==> src/rtl/tmr_pkg.sv <==
package tmr_pkg;
   typedef enum logic [1:0] {
      SEL_LOAD  = 2'd0,
      SEL_COUNT = 2'd1,
      SEL_CTRL  = 2'd2,
      SEL_CLEAR = 2'd3
   } reg_sel_e;

   typedef struct packed {
      logic src_slow;
      logic periodic;
      logic run;
   } ctrl_t;

   localparam int CTRL_BITS = $bits(ctrl_t);
endpackage

==> src/rtl/tmr_regs.sv <==
module tmr_regs
   import tmr_pkg::*;
#(
   parameter int WIDTH = 16,
   parameter int AW    = 2
) (
   input  logic             clk,
   input  logic             rst_n,
   input  logic             wr_en,
   input  logic [AW-1:0]    wr_addr,
   input  logic [WIDTH-1:0] wr_data,
   input  logic [AW-1:0]    rd_addr,
   input  logic [WIDTH-1:0] cnt,
   output logic             load_we,
   output logic             clr_we,
   output logic [WIDTH-1:0] reload_val,
   output ctrl_t            ctrl,
   output logic [WIDTH-1:0] rd_data
);
   initial begin
      if (WIDTH <= CTRL_BITS) $error("WIDTH must exceed control field width");
      if (AW < 2) $error("AW must be at least 2");
   end

   assign load_we = wr_en && (wr_addr == AW'(SEL_LOAD));
   assign clr_we  = wr_en && (wr_addr == AW'(SEL_CLEAR));

   logic ctrl_we;
   assign ctrl_we = wr_en && (wr_addr == AW'(SEL_CTRL));

   always_ff @(posedge clk) begin
      if (!rst_n) begin
         reload_val <= '0;
         ctrl       <= '0;
      end else begin
         if (load_we) reload_val <= wr_data;
         if (ctrl_we) ctrl <= ctrl_t'(wr_data[CTRL_BITS-1:0]);
      end
   end

   always_comb begin
      rd_data = '0;
      case (rd_addr)
         AW'(SEL_LOAD):  rd_data = reload_val;
         AW'(SEL_COUNT): rd_data = cnt;
         AW'(SEL_CTRL):  rd_data[CTRL_BITS-1:0] = ctrl;
         default:        rd_data = '0;
      endcase
   end

   // writes to the count address leave the load and control registers alone
   a_r10_count_ro: assert property (@(posedge clk) disable iff (!rst_n)
      (wr_en && wr_addr == AW'(SEL_COUNT)) |=> ($stable(reload_val) && $stable(ctrl)));
endmodule

==> src/rtl/tmr_tick_sel.sv <==
module tmr_tick_sel #(
   parameter bit REG_TICK = 1'b0
) (
   input  logic clk,
   input  logic rst_n,
   input  logic src_slow,
   input  logic tick_fast,
   input  logic tick_slow,
   output logic tick
);
   logic picked;
   assign picked = src_slow ? tick_slow : tick_fast;

   generate
      if (REG_TICK) begin : g_reg
         logic q;
         always_ff @(posedge clk) begin
            if (!rst_n) q <= 1'b0;
            else        q <= picked;
         end
         assign tick = q;
      end else begin : g_comb
         assign tick = picked;
      end
   endgenerate
endmodule

==> src/rtl/tmr_core.sv <==
module tmr_core #(
   parameter int WIDTH = 16
) (
   input  logic             clk,
   input  logic             rst_n,
   input  logic             load_we,
   input  logic [WIDTH-1:0] load_data,
   input  logic [WIDTH-1:0] reload_val,
   input  logic             run,
   input  logic             periodic,
   input  logic             tick,
   input  logic             clr,
   output logic [WIDTH-1:0] cnt,
   output logic             irq
);
   localparam logic [WIDTH-1:0] CNT_MAX = '1;

   logic step, underflow;
   assign step      = tick && run && !load_we;
   assign underflow = step && (cnt == '0);

   always_ff @(posedge clk) begin
      if (!rst_n) begin
         cnt <= '0;
      end else if (load_we) begin
         cnt <= load_data;
      end else if (underflow) begin
         cnt <= periodic ? reload_val : CNT_MAX;
      end else if (step) begin
         cnt <= cnt - 1'b1;
      end
   end

   always_ff @(posedge clk) begin
      if (!rst_n)         irq <= 1'b0;
      else if (underflow) irq <= 1'b1;
      else if (clr)       irq <= 1'b0;
   end

   a_r2_load: assert property (@(posedge clk) disable iff (!rst_n)
      load_we |=> (cnt == $past(load_data)));
   a_r4_dec: assert property (@(posedge clk) disable iff (!rst_n)
      (tick && run && !load_we && cnt != '0) |=> (cnt == $past(cnt) - 1'b1));
   a_r4_hold: assert property (@(posedge clk) disable iff (!rst_n)
      (!load_we && !(tick && run)) |=> $stable(cnt));
   a_r6_wrap: assert property (@(posedge clk) disable iff (!rst_n)
      (tick && run && !load_we && cnt == '0 && !periodic) |=> (cnt == CNT_MAX));
   a_r7_reload: assert property (@(posedge clk) disable iff (!rst_n)
      (tick && run && !load_we && cnt == '0 && periodic) |=> (cnt == $past(reload_val)));
   a_r8_irq_set: assert property (@(posedge clk) disable iff (!rst_n)
      (tick && run && !load_we && cnt == '0) |=> irq);
   a_r9_clear: assert property (@(posedge clk) disable iff (!rst_n)
      (clr && !(tick && run && !load_we && cnt == '0)) |=> !irq);
endmodule

==> src/rtl/dual_mode_down_timer.sv <==
module dual_mode_down_timer
   import tmr_pkg::*;
#(
   parameter int WIDTH    = 16,
   parameter int AW       = 2,
   parameter bit REG_TICK = 1'b0
) (
   input  logic             clk,
   input  logic             rst_n,
   input  logic             tick_fast_i,
   input  logic             tick_slow_i,
   input  logic             wr_en_i,
   input  logic [AW-1:0]    wr_addr_i,
   input  logic [WIDTH-1:0] wr_data_i,
   input  logic [AW-1:0]    rd_addr_i,
   output logic [WIDTH-1:0] rd_data_o,
   output logic             irq_o
);
   logic             load_we, clr_we, tick;
   logic [WIDTH-1:0] reload_val, cnt;
   ctrl_t            ctrl;

   tmr_regs #(.WIDTH(WIDTH), .AW(AW)) u_regs (
      .clk(clk), .rst_n(rst_n), .wr_en(wr_en_i), .wr_addr(wr_addr_i),
      .wr_data(wr_data_i), .rd_addr(rd_addr_i), .cnt(cnt),
      .load_we(load_we), .clr_we(clr_we), .reload_val(reload_val),
      .ctrl(ctrl), .rd_data(rd_data_o)
   );

   tmr_tick_sel #(.REG_TICK(REG_TICK)) u_tick (
      .clk(clk), .rst_n(rst_n), .src_slow(ctrl.src_slow),
      .tick_fast(tick_fast_i), .tick_slow(tick_slow_i), .tick(tick)
   );

   tmr_core #(.WIDTH(WIDTH)) u_core (
      .clk(clk), .rst_n(rst_n), .load_we(load_we), .load_data(wr_data_i),
      .reload_val(reload_val), .run(ctrl.run), .periodic(ctrl.periodic),
      .tick(tick), .clr(clr_we), .cnt(cnt), .irq(irq_o)
   );
endmodule

==> config.mk <==
export PLATFORM = sky130hd
export DESIGN_NAME = dual_mode_down_timer
export DESIGN_NICKNAME = d
export VERILOG_FILES = /design/src/rtl/tmr_pkg.sv /design/src/rtl/tmr_regs.sv /design/src/rtl/tmr_tick_sel.sv /design/src/rtl/tmr_core.sv /design/src/rtl/dual_mode_down_timer.sv
export SDC_FILE = /design/constraint.sdc
export NUM_CORES = 1
export LEC_CHECK = 0
export BUFFER_PORTS_ARGS = -buffer_cell sky130_fd_sc_hd__buf_2
export CAP_MARGIN = 10
export CORE_AREA = 2 2 68 70
export CTS_CLUSTER_SIZE = 25
export DETAILED_ROUTE_END_ITERATION = 8
export DIE_AREA = 0 0 70 72
export PLACE_DENSITY = 0.81
export SETUP_SLACK_MARGIN = 0.02
export SKIP_LAST_GASP = 1
export SLEW_MARGIN = 20
export SYNTH_ARGS = -nofsm -noshare
export SYNTH_HDL_FRONTEND = slang
export SYNTH_HIERARCHICAL = 1
export SYNTH_SLANG_ARGS = --single-unit
export TNS_END_PERCENT = 100
==> constraint.sdc <==
create_clock -name clk -period 4.3 [get_ports clk]
set_input_delay 0.43 -clock clk [delete_from_list [all_inputs] [get_ports clk]]
set_output_delay 0.43 -clock clk [all_outputs]
set_load 0.01 [all_outputs]
---- Word-level counts from Yosys, hierarchy flattened ----
Index checks and enable logic that the tools add are counted.
word-level totals
  register bits after elaboration ......... 36
  input port bits ......................... 25
  output and inout port bits .............. 17
cells by class
  add/subtract/negate cells ............... 1
  equality and inequality tests ........... 4
  mux-type cells .......................... 9
  reductions and logical operators ........ 12
operators by type and width
  cell                                                 count
  two-way mux 16 bit                                   4
  case mux 13 bit (2 select lines)                     1
  logical NOT 16 bit                                   1
  subtractor 16 x 1 -> 16 bit, second input constant   1
  case mux 3 bit (3 select lines)                      1
  equality test 2 bit, second input constant           3
  logical AND 1 bit                                    6
  logical NOT 2 bit                                    2
  two-way mux 1 bit                                    3
  nonzero test 3 bit                                   1
  equality test 2 x 1 -> 1 bit, second input constant  1
  nonzero test 2 bit                                   1
  logical NOT 1 bit                                    1

---- Logic depth before layout (Yosys ltp) ----
Gate-level depths: netlist (run 1).
  depth after elaboration ................. 7
  mapped depth ............................ 9
  gate-level depth less buffers ........... 7

---- Modules after synthesis ----
The synthesis (run 1) kept the hierarchy.
by module, submodules not included
  module        instances  cells each  area an instance (um2)  sequential area each (um2)
  tmr_core      1          151         1209.9                  340.3
  tmr_regs      1          119         1049.8                  380.4
  tmr_tick_sel  1          1           15.0                    0.0

---- Worst setup path before layout (run 1) ----
OpenSTA, ideal clock, no wires.
  kind .................................... register to register
  start ................................... register u_core.cnt[0]
  end ..................................... register u_core.cnt[3]
  setup time .............................. 0.117 ns
  data arrival time ....................... 1.901 ns
  required time ........................... 4.183 ns
  setup slack ............................. 2.281 ns
  cell stages (with the launch flop) ...... 9
  path through ............................ dfxtp_1 -> inv_1 -> ha_1 -> nor3b_2 -> and4b_4 -> and3_4 -> buf_6 -> or3_1 -> a32o_1
on the way
  cells in the longest elaborated chain, start to end .. 4
  elaborated cells on any way between the ends .. 7
  those cells by class .................... add/sub (1); mux (3); reduce/logical (3)
RTL lines
  item                                                                      line                            source
  start, declared                                                           tmr_core.sv:13                  output logic [WIDTH-1:0] cnt,
  start signal, assigned                                                    tmr_core.sv:26                  cnt <= load_data;
  start signal, assigned                                                    tmr_core.sv:28                  cnt <= periodic ? reload_val : CNT_MAX;
  start signal, assigned                                                    tmr_core.sv:30                  cnt <= cnt - 1'b1;
  subtractor 16 x 1 -> 16 bit / logical NOT 16 bit (equally long branches)  tmr_core.sv:30, tmr_core.sv:20
  two-way mux 16 bit / logical AND 1 bit (equally long branches)            tmr_core.sv:29, tmr_core.sv:20
  two-way mux 16 bit                                                        tmr_core.sv:27                  end else if (underflow) begin
  two-way mux 16 bit                                                        tmr_core.sv:25                  end else if (load_we) begin
Several ways; a longest one is shown, not always the timed one. The select of a mux whose other input is x is not followed.
A chain may end at the register's enable or synchronous reset.

---- Final worst setup path (run 1) ----
  start ................................... register u_regs/ctrl[2] (netlist name)
  end ..................................... register u_core.cnt[8]
on the way
  cells in the longest elaborated chain, start to end .. 6
  elaborated cells on any way between the ends .. 7
  those cells by class .................... mux (3); reduce/logical (4)
RTL lines
  item                              line                        source
  two-way mux 1 bit *               tmr_tick_sel.sv:12          assign picked = src_slow ? tick_slow : tick_fast;
  named net tick                    dual_mode_down_timer.sv:19  logic load_we, clr_we, tick;
  logical AND 1 bit * (2 in a row)  tmr_core.sv:19              assign step = tick && run && !load_we;
  logical AND 1 bit                 tmr_core.sv:20              assign underflow = step && (cnt == '0);
  two-way mux 16 bit                tmr_core.sv:27
  two-way mux 16 bit                tmr_core.sv:25
The timed path passes the listed nets; every way through them passes the cells marked *.

==> summary.md, run 1 <==
| Metric | Value |
|---|---|
| Buffers added on ports | `41` |
| Most used DFF post-synth | `dfxtp_1` |
| CP peak stage delay | `0.51 ns` |
| Worst-path fanout max | `11` |
| Reg2Reg Depth | `6` |
| Detailed Route Iter0 Violations | `179` |
| Placed Cells | `347` |
| Register area share after synthesis | `0.3168` |
| H-tree Lvls | `2` |
| Num rows | `24` |
| Drt total wl | `5504 um` |
| Startpoint types | `flip-flop` |
| Slew of the pin with the lowest slew margin | `0.7527 ns` |
| Fill cells | `387` |
| Cell Chain, Critical Path | `mux2_4, nand2_1, nor2_1, nand4_1, o211ai_1, a21oi_1` |
| Die W | `70 um` |
| Top cell type's share of synthesized area | `0.3168` |
| Drt wl/cell | `15.50 um` |
| Final Skew | `0.005110 ns` |
| Mapped Area | `0.002275 mm^2` |
| Most frequent cells in the layout | `nand2_1 (48), buf_2 (41), dfxtp_1 (36)` |
| Max-slew headroom | `0.4982` |
| Post-route antenna net violation count | `0` |
| Critical Path Stages | `6` |
| Resized cells post-CTS | `0` |
| Global-route wire length before repair | `9087 um` |
| Syn Area/Cell | `8.394 um^2` |
| CP arrival | `2.47 ns` |
| Vias in the first global route | `1950` |
| Hold crit path type | `input pin to flip-flop` |
| Synth warn | `6` |
| CP bufs+invs | `0` |
| Setup Crit Path Kind | `flip-flop to flip-flop` |
| I/O pin count | `42` |
| Pre-CTS setup slack | `1.912 ns` |
| Pleak | `1.079 nW` |
| Max Cap Viol | `0` |
| Max Buffers Root-to-Sink | `2` |
| Status | `finished clean` |
| CP required | `4.47 ns` |
| Global placer's final weighted congestion | `0.8249` |
| Die area | `0.005040 mm^2` |
| Post-Syn Nets | `297` |
| CP max-delay cell | `nor2_1` |
| Final hold vios | `0` |
| Post-Syn Instances | `271` |
| Total gr overflow | `0` |
| Pins Over Slew Limit | `0` |
| Clk root buf | `clkbuf_8` |
| Hold path depth | `3` |
| Largest net degree at the start of global routing | `47` |
| Fmax | `433.0 MHz` |
| Clock-pin slew on the worst setup and hold paths | `0.07 ns` |
| Synth cell types | `51` |
| CTS Hold Bufs | `0` |
| Hpwl dp | `3672 um` |
| Top post-synthesis cells by area | `dfxtp_1 (32%), mux2i_1 (15%), nand2_1 (7.9%)` |
| Router iterations before antenna repair | `4` |
| Overall global routing resource usage | `0.2230` |
| Post-synth EDFFs | `0` |
| Setup violators final | `0` |
| Async SR Flop Fraction | `0` |
| Peak supply drop | `0.2499 mV` |
| Drc violations | `0` |
| Starting density of the core | `0.5335` |
| Ant diodes | `0` |
| Setup bufs post-CTS | `0` |
| Commonest non-fill, non-tap cell in the layout | `nand2_1` |
| Clk_lat worst skew | `0.29 ns` |
| PwrDens | `308.6 mW/mm^2` |
| # clock sinks | `36` |
| Fraction of layout cells with a size suffix above 1 | `0.1947` |
| Cell family with most CP delay | `simple AND/OR/NAND/NOR gates` |
| RSZ-0062 raised after global routing | `no` |
| Fin nets | `328` |
| Worst Hold Slack | `0.3928 ns` |
| Area delta synth->final | `11.33%` |
| Sum of negative setup slack | `0 ns` |
| Vias per cell | `5.879` |
| Core area | `0.004264 mm^2` |
| CTS tree | `built` |
| CTS Buf Count | `5` |
| Final WS setup | `1.991 ns` |
| Initial antenna violation count | `0` |
| Final Critical Period | `2.309 ns` |
| Critical Path End Type | `flip-flop` |
| Post-DP Area | `0.002442 mm^2` |
| Tot Pwr | `781.6 uW` |
| Final Cycle Share | `0.5370` |
| Layout Cells excl Fill | `355` |
| Synthesized flop and latch total | `36` |
| Util after Layout | `0.5939` |
| Vias | `2087` |
| Final Instance Area | `0.002532 mm^2` |
| Die Span Y | `72 um` |
| Area leader, netlist | `dfxtp_1` |
==> power breakdown <==
group,total (mW),switching (mW),internal (mW),leakage [nW]
Sequential,0.370,0.0217,0.348,0.293
Combinational,0.164,0.0895,0.0746,0.741
Clock,0.247,0.117,0.131,0.0455
Total,0.782,0.228,0.554,1.08
==> Yosys cell counts, types with 3 or more instances <==
cell type  count
o31ai_1        4
nand3b_1       6
o2bb2ai_1      3
nor2_1        25
o221ai_1       4
a21oi_1       14
o21ai_0        5
nand4_1        3
buf_2          5
mux2i_1       35
inv_1          3
buf_6          3
o211ai_1       4
nand2_1       48
nand3_1        6
or3_1          3
clkbuf_1       7
xnor2_1        4
xor2_1         6
nor3_1         3
a32o_1         4
and3_1         5
dfxtp_1       36
==> layout make-up <==
cell class | instances | area [um^2] | share of cell area
sequential | 36 | 720.7 | 0.2846
clock buffer | 8 | 90.09 | 0.03557
timing repair buffer | 42 | 212.7 | 0.08399
inverter | 4 | 15.01 | 0.005929
multi-input combinational | 213 | 1429 | 0.5642
tap | 52 | 65.06 | 0.02569
==> state kept, by name, indices dropped and copies added, names as in the netlist <==
register,count
u_regs/reload_val,16
u_core/irq,1
u_regs/ctrl,3
u_core/cnt,16
==> worst reg2reg max path, stage by stage, from the launching register on <==
cell and delay, ns:
dfxtp_1 0.37, mux2_4 0.17, nand2_1 0.25, nor2_1 0.51, nand4_1 0.47, o211ai_1 0.31
a21oi_1 0.11
==> routing by layer <==
layer | wire (um) | track usage | vias to the layer above
li1 | - | - | 1034
met4 | 64 | 0.07479 | 0
met5 | 0 | 0 | -
met3 | 324 | 0.04861 | 6
met2 | 2657 | 0.3661 | 66
met1 | 2456 | 0.2942 | 981
==> kinds of logic after synthesis <==
group,count (synthesis),synth area share
adders and majority gates,1,0.005500
DFF,36,0.3168
and+or+nand+nor,116,0.2651
AOI/OAI and AO/OA,49,0.1507
muxes,37,0.1656
buffers and inverters,22,0.05775
xor gates and xnor gates,10,0.03850
==> final timing paths <==
| check | startpoint | to | slack (ns) |
|---|---|---|---|
| worst max-delay path | u_regs/ctrl[2] | u_core/cnt[8] | 1.99 |
| worst min-delay path | wr_data_i[6] | u_regs/reload_val[6] | 0.39 |
| worst max register to register | u_regs/ctrl[2] | u_core/cnt[8] | 1.99 |
| worst min register to register | u_regs/reload_val[14] | u_regs/reload_val[14] | 0.47 |
(Power assumes the default switching activity.)
==> run 2: changes to the inputs <==
--- a/config.mk
+++ b/config.mk
@@ -7,11 +7,11 @@
 export LEC_CHECK = 0
 export BUFFER_PORTS_ARGS = -buffer_cell sky130_fd_sc_hd__buf_2
 export CAP_MARGIN = 10
-export CORE_AREA = 2 2 68 70
+export CORE_AREA = 2 2 71 73
 export CTS_CLUSTER_SIZE = 25
 export DETAILED_ROUTE_END_ITERATION = 8
-export DIE_AREA = 0 0 70 72
-export PLACE_DENSITY = 0.81
+export DIE_AREA = 0 0 73 75
+export PLACE_DENSITY = 0.78
 export SETUP_SLACK_MARGIN = 0.02
 export SKIP_LAST_GASP = 1
 export SLEW_MARGIN = 20
==> constraint.sdc (replaced) <==
create_clock -name clk -period 2.01 [get_ports clk]
set_input_delay 0.201 -clock clk [delete_from_list [all_inputs] [get_ports clk]]
set_output_delay 0.201 -clock clk [all_outputs]
set_load 0.01 [all_outputs]
==> run 2 against run 1 <==
Effect of this change: non-clock buffer count grew 19; die area increased by 8.6%; sequential power rose by 110%; first-iteration DRC count is 5.6% lower; clock power rose to 2.6 times the previous value; critical path depth rose by 1; sequential share of layout area fell by 1.8 points; register-to-register slack worse by 1.9 ns; setup slack got worse by 1.9 ns; clock-buffer cell count decreased by 2; via count is 3.9% higher.
==> summary.md, run 2 (same netlist as run 1, synthesis figures left out) <==
| Metric | Value |
|---|---|
| Critical Path End Type | `flip-flop` |
| Fmax | `521.6 MHz (+20%)` |
| RSZ-0062 raised after global routing | `no` |
| Global-route wire length before repair | `9818 um (+8.0%)` |
| Final Skew | `0.006336 ns (+0.001227 ns)` |
| Most frequent cells in the layout | `nand2_1 (48), buf_2 (41), dfxtp_1 (35), mux2i_1 (35), nor2_1 (25)` |
| Hold path start | `wr_data_i[6]` |
| Fin nets | `347 (+5.8%)` |
| H-tree Lvls | `2 (unchanged)` |
| Hold crit path type | `input pin to flip-flop` |
| # clock sinks | `36 (unchanged)` |
| Overall global routing resource usage | `0.2329 (+0.009881)` |
| Post-route antenna net violation count | `0 (unchanged)` |
| Largest net degree at the start of global routing | `46 (-2.1%)` |
| Hold path depth | `3 (unchanged)` |
| Startpoint types | `flip-flop` |
| Global placer's final weighted congestion | `0.8510 (+3.2%)` |
| Clk root buf | `clkbuf_8` |
| Vias | `2168 (+3.9%)` |
| Router iterations before antenna repair | `4 (unchanged)` |
| CTS Buf Count | `5 (unchanged)` |
| Pins Over Slew Limit | `0 (unchanged)` |
| Drc violations | `0 (unchanged)` |
| Biggest regs | `u_core/cnt (16), u_regs/reload_val (16), u_regs/ctrl (3)` |
| Max Buffers Root-to-Sink | `2 (unchanged)` |
| Slew of the pin with the lowest slew margin | `0.6526 ns (-0.1001 ns)` |
| Commonest non-fill, non-tap cell in the layout | `nand2_1` |
| CP required | `2.19 ns (-2.28 ns)` |
| Fill cells | `439 (+13%)` |
| CTS tree | `built` |
| Worst-path fanout max | `4 (-7)` |
| Setup violators final | `0 (unchanged)` |
| Peak supply drop | `0.3845 mV (+54%)` |
| Buffers added on ports | `41 (unchanged)` |
| Die area | `0.005475 mm^2 (+8.6%)` |
| I/O pin count | `42 (unchanged)` |
| Setup Crit Path Kind | `flip-flop to flip-flop` |
| Num rows | `25 (+4.2%)` |
| Final Cycle Share | `0.9537 (+0.4167)` |
| Drt total wl | `5854 um (+6.4%)` |
| Vias per cell | `5.766 (-1.9%)` |
| Initial antenna violation count | `0 (unchanged)` |
| Post-DP Area | `0.002581 mm^2 (+5.7%)` |
| Fraction of layout cells with a size suffix above 1 | `0.2484 (+0.05373)` |
| Core area | `0.004661 mm^2 (+9.3%)` |
| Total gr overflow | `0 (unchanged)` |
| Sum of negative setup slack | `0 ns (unchanged)` |
| Pleak | `1.185 nW (+9.8%)` |
| Die W | `73 um (+4.3%)` |
| Detailed Route Iter0 Violations | `169 (-5.6%)` |
| PwrDens | `675.2 mW/mm^2 (+120%)` |
| R2R Path End | `u_core/cnt[3]` |
| Ant diodes | `0 (unchanged)` |
| CTS Hold Bufs | `0 (unchanged)` |
| CP arrival | `2.10 ns (-0.37 ns)` |
| Clock-pin slew on the worst setup and hold paths | `0.08 ns (about the same)` |
| Final Critical Period | `1.917 ns (-0.3923 ns)` |
| R2R Path Start | `u_core/cnt[1]` |
| R2R setup slack | `0.09 ns (-1.90 ns)` |
| Hpwl dp | `4041 um (+10%)` |
| Starting density of the core | `0.4881 (-0.04540)` |
| Clk_lat worst skew | `0.29 ns (about the same)` |
| Area delta synth->final | `18.98%` |
| Final hold vios | `0 (unchanged)` |
| Drt wl/cell | `15.57 um (+0.42%)` |
| Die Span Y | `75 um (+4.2%)` |
| Status | `finished clean` |
| Reg2Reg Depth | `7 (+1)` |
| Worst Hold Endpoint | `u_regs/reload_val[6]` |
| Max Cap Viol | `0 (unchanged)` |
| Final Instance Area | `0.002706 mm^2 (+6.9%)` |
| Vias in the first global route | `2081 (+6.7%)` |
| Max-slew headroom | `0.5613 (+0.06314)` |
run 2: cell count changes in the layout (fill, tap and decap cells not counted), sizes merged:
cell    change
buf        +19
clkbuf      -2
bufinv      +1
clkinv      +1
run 2: critical path: stages, from the launching register on:
cell and delay (ns):
dfxtp_1 0.39, inv_1 0.07, ha_1 0.21, nor3b_4 0.16, and4b_4 0.22, and3_4 0.17
or3_1 0.33, a32o_1 0.24
run 2: per-layer routing:
| metal | routed length, um | vias up | part of all wire | GRT usage |
|---|---|---|---|---|
| li1 | - | 1078 | - | - |
| met2 | 2800 | 63 | 0.48 | 0.3794 |
| met3 | 356 | 7 | 0.061 | 0.04284 |
| met4 | 82 | 0 | 0.014 | 0.08436 |
| met1 | 2615 | 1020 | 0.45 | 0.3097 |
| met5 | 0 | - | 0 | 0 |
run 2: how the worst max path moves through the flow:
stage / start / endpoint / slack (ns) / cells past startpoint
2_1_floorplan: u_core/cnt[1] / u_core/cnt[3] / 0.03 / 8
3_3_place_gp: u_core/cnt[1] / u_core/cnt[3] / 0.15 / 7
3_5_place_dp: u_core/cnt[1] / u_core/cnt[3] / 0.10 / 7
4_1_cts: u_core/cnt[1] / u_core/cnt[3] / 0.08 / 7
5_1_grt: u_core/cnt[2] / u_core/cnt[15] / 0.03 / 5
6_report: u_core/cnt[1] / u_core/cnt[3] / 0.09 / 7
run 2: metrics by stage:
step	setup WS, ns	hold WS (ns)	total power, mW	utilization	instances
after floorplan	0.02846	0.3431	1.070	-	271
after global routing	0.03370	0.1725	1.910	0.5807	376
after global placement	0.1510	0.4589	1.181	0.5538	367
after detailed placement	0.1020	0.4589	1.191	0.5538	367
after CTS	0.07728	0.1549	1.825	0.5769	375
final	0.09300	0.1579	1.827	0.5807	376
run 2: power by group:
part	switching, mW	internal, mW	leakage [nW]
sequential	0.0409	0.745	0.293
combinational	0.209	0.196	0.836
clock	0.268	0.368	0.0552
run 2: final cells by class:
class / instances / area [um^2] / area share
well taps: 54 / 67.56 / 0.02497
multi-input cells: 213 / 1435 / 0.5303
flip-flops and latches: 36 / 721.9 / 0.2668
clock inverters: 2 / 35.03 / 0.01294
inverters: 4 / 15.01 / 0.005548
repair buffers: 61 / 359.1 / 0.1327
clock buffers: 6 / 72.57 / 0.02681
run 2: what timing repair did:
| item | 4_1_cts | 5_1_grt |
|---|---|---|
| buffers inserted | 0 | 1 |
| hold endpoints to repair | 0 | 0 |
| resized for setup | 0 | 2 |
| endpoints found under the setup margin | 0 | 1 |
==> run 3: changes to the inputs <==
==> constraint.sdc (replaced) <==
create_clock -name clk -period 2.01 [get_ports clk]
set_input_delay 0.3015 -clock clk [delete_from_list [all_inputs] [get_ports clk]]
set_output_delay 0.3015 -clock clk [all_outputs]
set_load 0.01 [all_outputs]
==> run 3 against run 2 <==
Effect of this change: via count fell by 0.78%; setup slack better by 0.0078 ns; maximum frequency grew 0.41%; sequential share of layout area is 0.46 points higher; clock skew is 0.00054 ns higher; non-clock buffer count is 2 lower; cell count shrank 0.53%; flip-flop and latch count unchanged; critical path type unchanged; critical endpoint unchanged; largest power group unchanged.
==> summary.md, run 3 (same netlist as run 1, synthesis figures left out) <==
| Metric | Value |
|---|---|
| Commonest non-fill, non-tap cell in the layout | `nand2_1` |
| Largest net degree at the start of global routing | `46 (unchanged)` |
| Cell family with most CP delay | `simple AND/OR/NAND/NOR gates` |
| Final Critical Period | `1.909 ns (-0.007848 ns)` |
| Startpoint types | `flip-flop` |
| Status | `finished clean` |
| CP arrival | `2.09 ns (about the same)` |
| Ant diodes | `0 (unchanged)` |
| Max Cap Viol | `0 (unchanged)` |
| Router iterations before antenna repair | `4 (unchanged)` |
| Drc violations | `0 (unchanged)` |
| Fin nets | `345 (-0.58%)` |
| Buffers added on ports | `41 (unchanged)` |
| Multi-input logic area | `0.001429 mm^2 (-0.44%)` |
| CP bufs+invs | `1 (unchanged)` |
| Final Skew | `0.006876 ns (+0.0005395 ns)` |
| Reg2Reg Depth | `7 (unchanged)` |
| Die area | `0.005475 mm^2 (unchanged)` |
| Clk_lat worst skew | `0.29 ns (about the same)` |
| # clock sinks | `36 (unchanged)` |
| I/O pin count | `42 (unchanged)` |
| Slew of the pin with the lowest slew margin | `0.6031 ns (-0.04949 ns)` |
| Hold path depth | `3 (unchanged)` |
| Cell Chain, Critical Path | `inv_1, ha_1, nor3b_2, and4b_4, and3_4, or3_1, a32o_1` |
| Biggest regs | `u_core/cnt (16), u_regs/reload_val (16), u_regs/ctrl (3)` |
| Storage element area | `723.2 um^2 (+0.17%)` |
| Critical Path End Type | `flip-flop` |
| CTS tree | `built` |
| Max Buffers Root-to-Sink | `2 (unchanged)` |
| Final hold vios | `0 (unchanged)` |
| Critical Path Stages | `7 (unchanged)` |
| Core area | `0.004661 mm^2 (unchanged)` |
| Peak supply drop | `0.4421 mV (+15%)` |
| Global placer's final weighted congestion | `0.8922 (+4.8%)` |
| Final Cycle Share | `0.9498 (-0.003905)` |
| CP max-delay cell | `dfxtp_2` |
| Global-route wire length before repair | `9632 um (-1.9%)` |
| Hold crit path type | `input pin to flip-flop` |
| Starting density of the core | `0.4881 (unchanged)` |
| Die W | `73 um (unchanged)` |
| Fraction of layout cells with a size suffix above 1 | `0.2438 (-0.004697)` |
| Fill cells | `446 (+1.6%)` |
| Pleak | `1.161 nW (-2.0%)` |
| RSZ-0062 raised after global routing | `no` |
| Overall global routing resource usage | `0.2287 (-0.004160)` |
| Num rows | `25 (unchanged)` |
| Clock-pin slew on the worst setup and hold paths | `0.07 ns (about the same)` |
| Hpwl dp | `4051 um (+0.26%)` |
| PwrDens | `644.2 mW/mm^2 (-4.6%)` |
| Area delta synth->final | `17.16%` |
| Initial antenna violation count | `0 (unchanged)` |
| Sum of negative setup slack | `0 ns (unchanged)` |
| Worst-path fanout max | `5 (+1)` |
| Drt total wl | `5827 um (-0.46%)` |
| Detailed Route Iter0 Violations | `149 (-12%)` |
| Final WS setup | `0.1008 ns (+0.007848 ns)` |
| Vias per cell | `5.751 (-0.25%)` |
| Setup Crit Path Kind | `flip-flop to flip-flop` |
| Clk root buf | `clkbuf_8` |
| Total gr overflow | `0 (unchanged)` |
| Fmax | `523.8 MHz (+0.41%)` |
| Max-slew headroom | `0.5946 (+0.03327)` |
| Pre-CTS setup slack | `0.1106 ns (+0.008625 ns)` |
| Post-route antenna net violation count | `0 (unchanged)` |
| CP required | `2.19 ns (about the same)` |
| CTS Hold Bufs | `0 (unchanged)` |
| CTS Buf Count | `5 (unchanged)` |
| H-tree Lvls | `2 (unchanged)` |
| Die Span Y | `75 um (unchanged)` |
| Drt wl/cell | `15.58 um (about the same)` |
| Util after Layout | `0.5718 (-0.008859)` |
| Vias in the first global route | `2054 (-1.3%)` |
| Vias | `2151 (-0.78%)` |
| Most frequent cells in the layout | `nand2_1 (48), buf_2 (41), mux2i_1 (35)` |
| Pins Over Slew Limit | `0 (unchanged)` |
| CP peak stage delay | `0.37 ns (-0.02 ns)` |
| Setup violators final | `0 (unchanged)` |
[run 3: cell types whose count changed in the layout (fill, tap and decap cells not counted), sizes merged]
cell    delta
clkinv     -1
clkbuf     +2
bufinv     -1
buf        -2
[run 3: power by group]
part / total, mW / switching (mW) / internal [mW]
clock network: 0.540 / 0.260 / 0.280
logic: 0.390 / 0.205 / 0.186
registers: 0.787 / 0.0410 / 0.746
total: 1.72 / 0.506 / 1.21
[run 3: worst paths after layout]
path	startpoint	to	slack, ns
setup / recovery	u_core/cnt[0]	u_core/cnt[3]	0.10
hold / removal	wr_data_i[15]	u_regs/reload_val[15]	0.26
setup reg to reg	u_core/cnt[0]	u_core/cnt[3]	0.10
hold reg to reg	u_regs/reload_val[7]	u_regs/reload_val[7]	0.48
[run 3: per-stage QoR]
step	area [um^2]	std cells	hold WS (ns)	total power, mW
6_report	2665	374	0.2625	1.717
5_1_grt	2665	374	0.2555	1.812
4_1_cts	2664	374	0.2578	1.726
3_5_place_dp	2574	366	0.4635	1.188
3_3_place_gp	2574	366	0.4605	1.178
2_1_floorplan	2276	271	0.4419	1.070
[run 3: layout make-up]
cell class	count	area share
tap	54	0.02535
timing repair buffer	59	0.1277
sequential	36	0.2714
inverter	4	0.005634
clock buffer	8	0.03380
multi-input combinational	213	0.5361
[run 3: worst min-delay path, stage by stage]
cell     delay [ns]
buf_2          0.10
nand2_1        0.05
mux2i_1        0.05
[run 3: timing repair]
action                                  CTS  global route
setup buffers                             0             0
endpoints found under the setup margin    0             1
gates resized for setup                   0             1
[run 3: per-layer routing]
metal	up-vias	wire length [um]	GRT usage	share of wire
met2	70	2767	0.3634	0.47
met3	5	336	0.04953	0.058
met4	0	49	0.07819	0.0084
li1	1071	-	-	-
met1	1005	2674	0.3091	0.46
met5	-	0	0	0
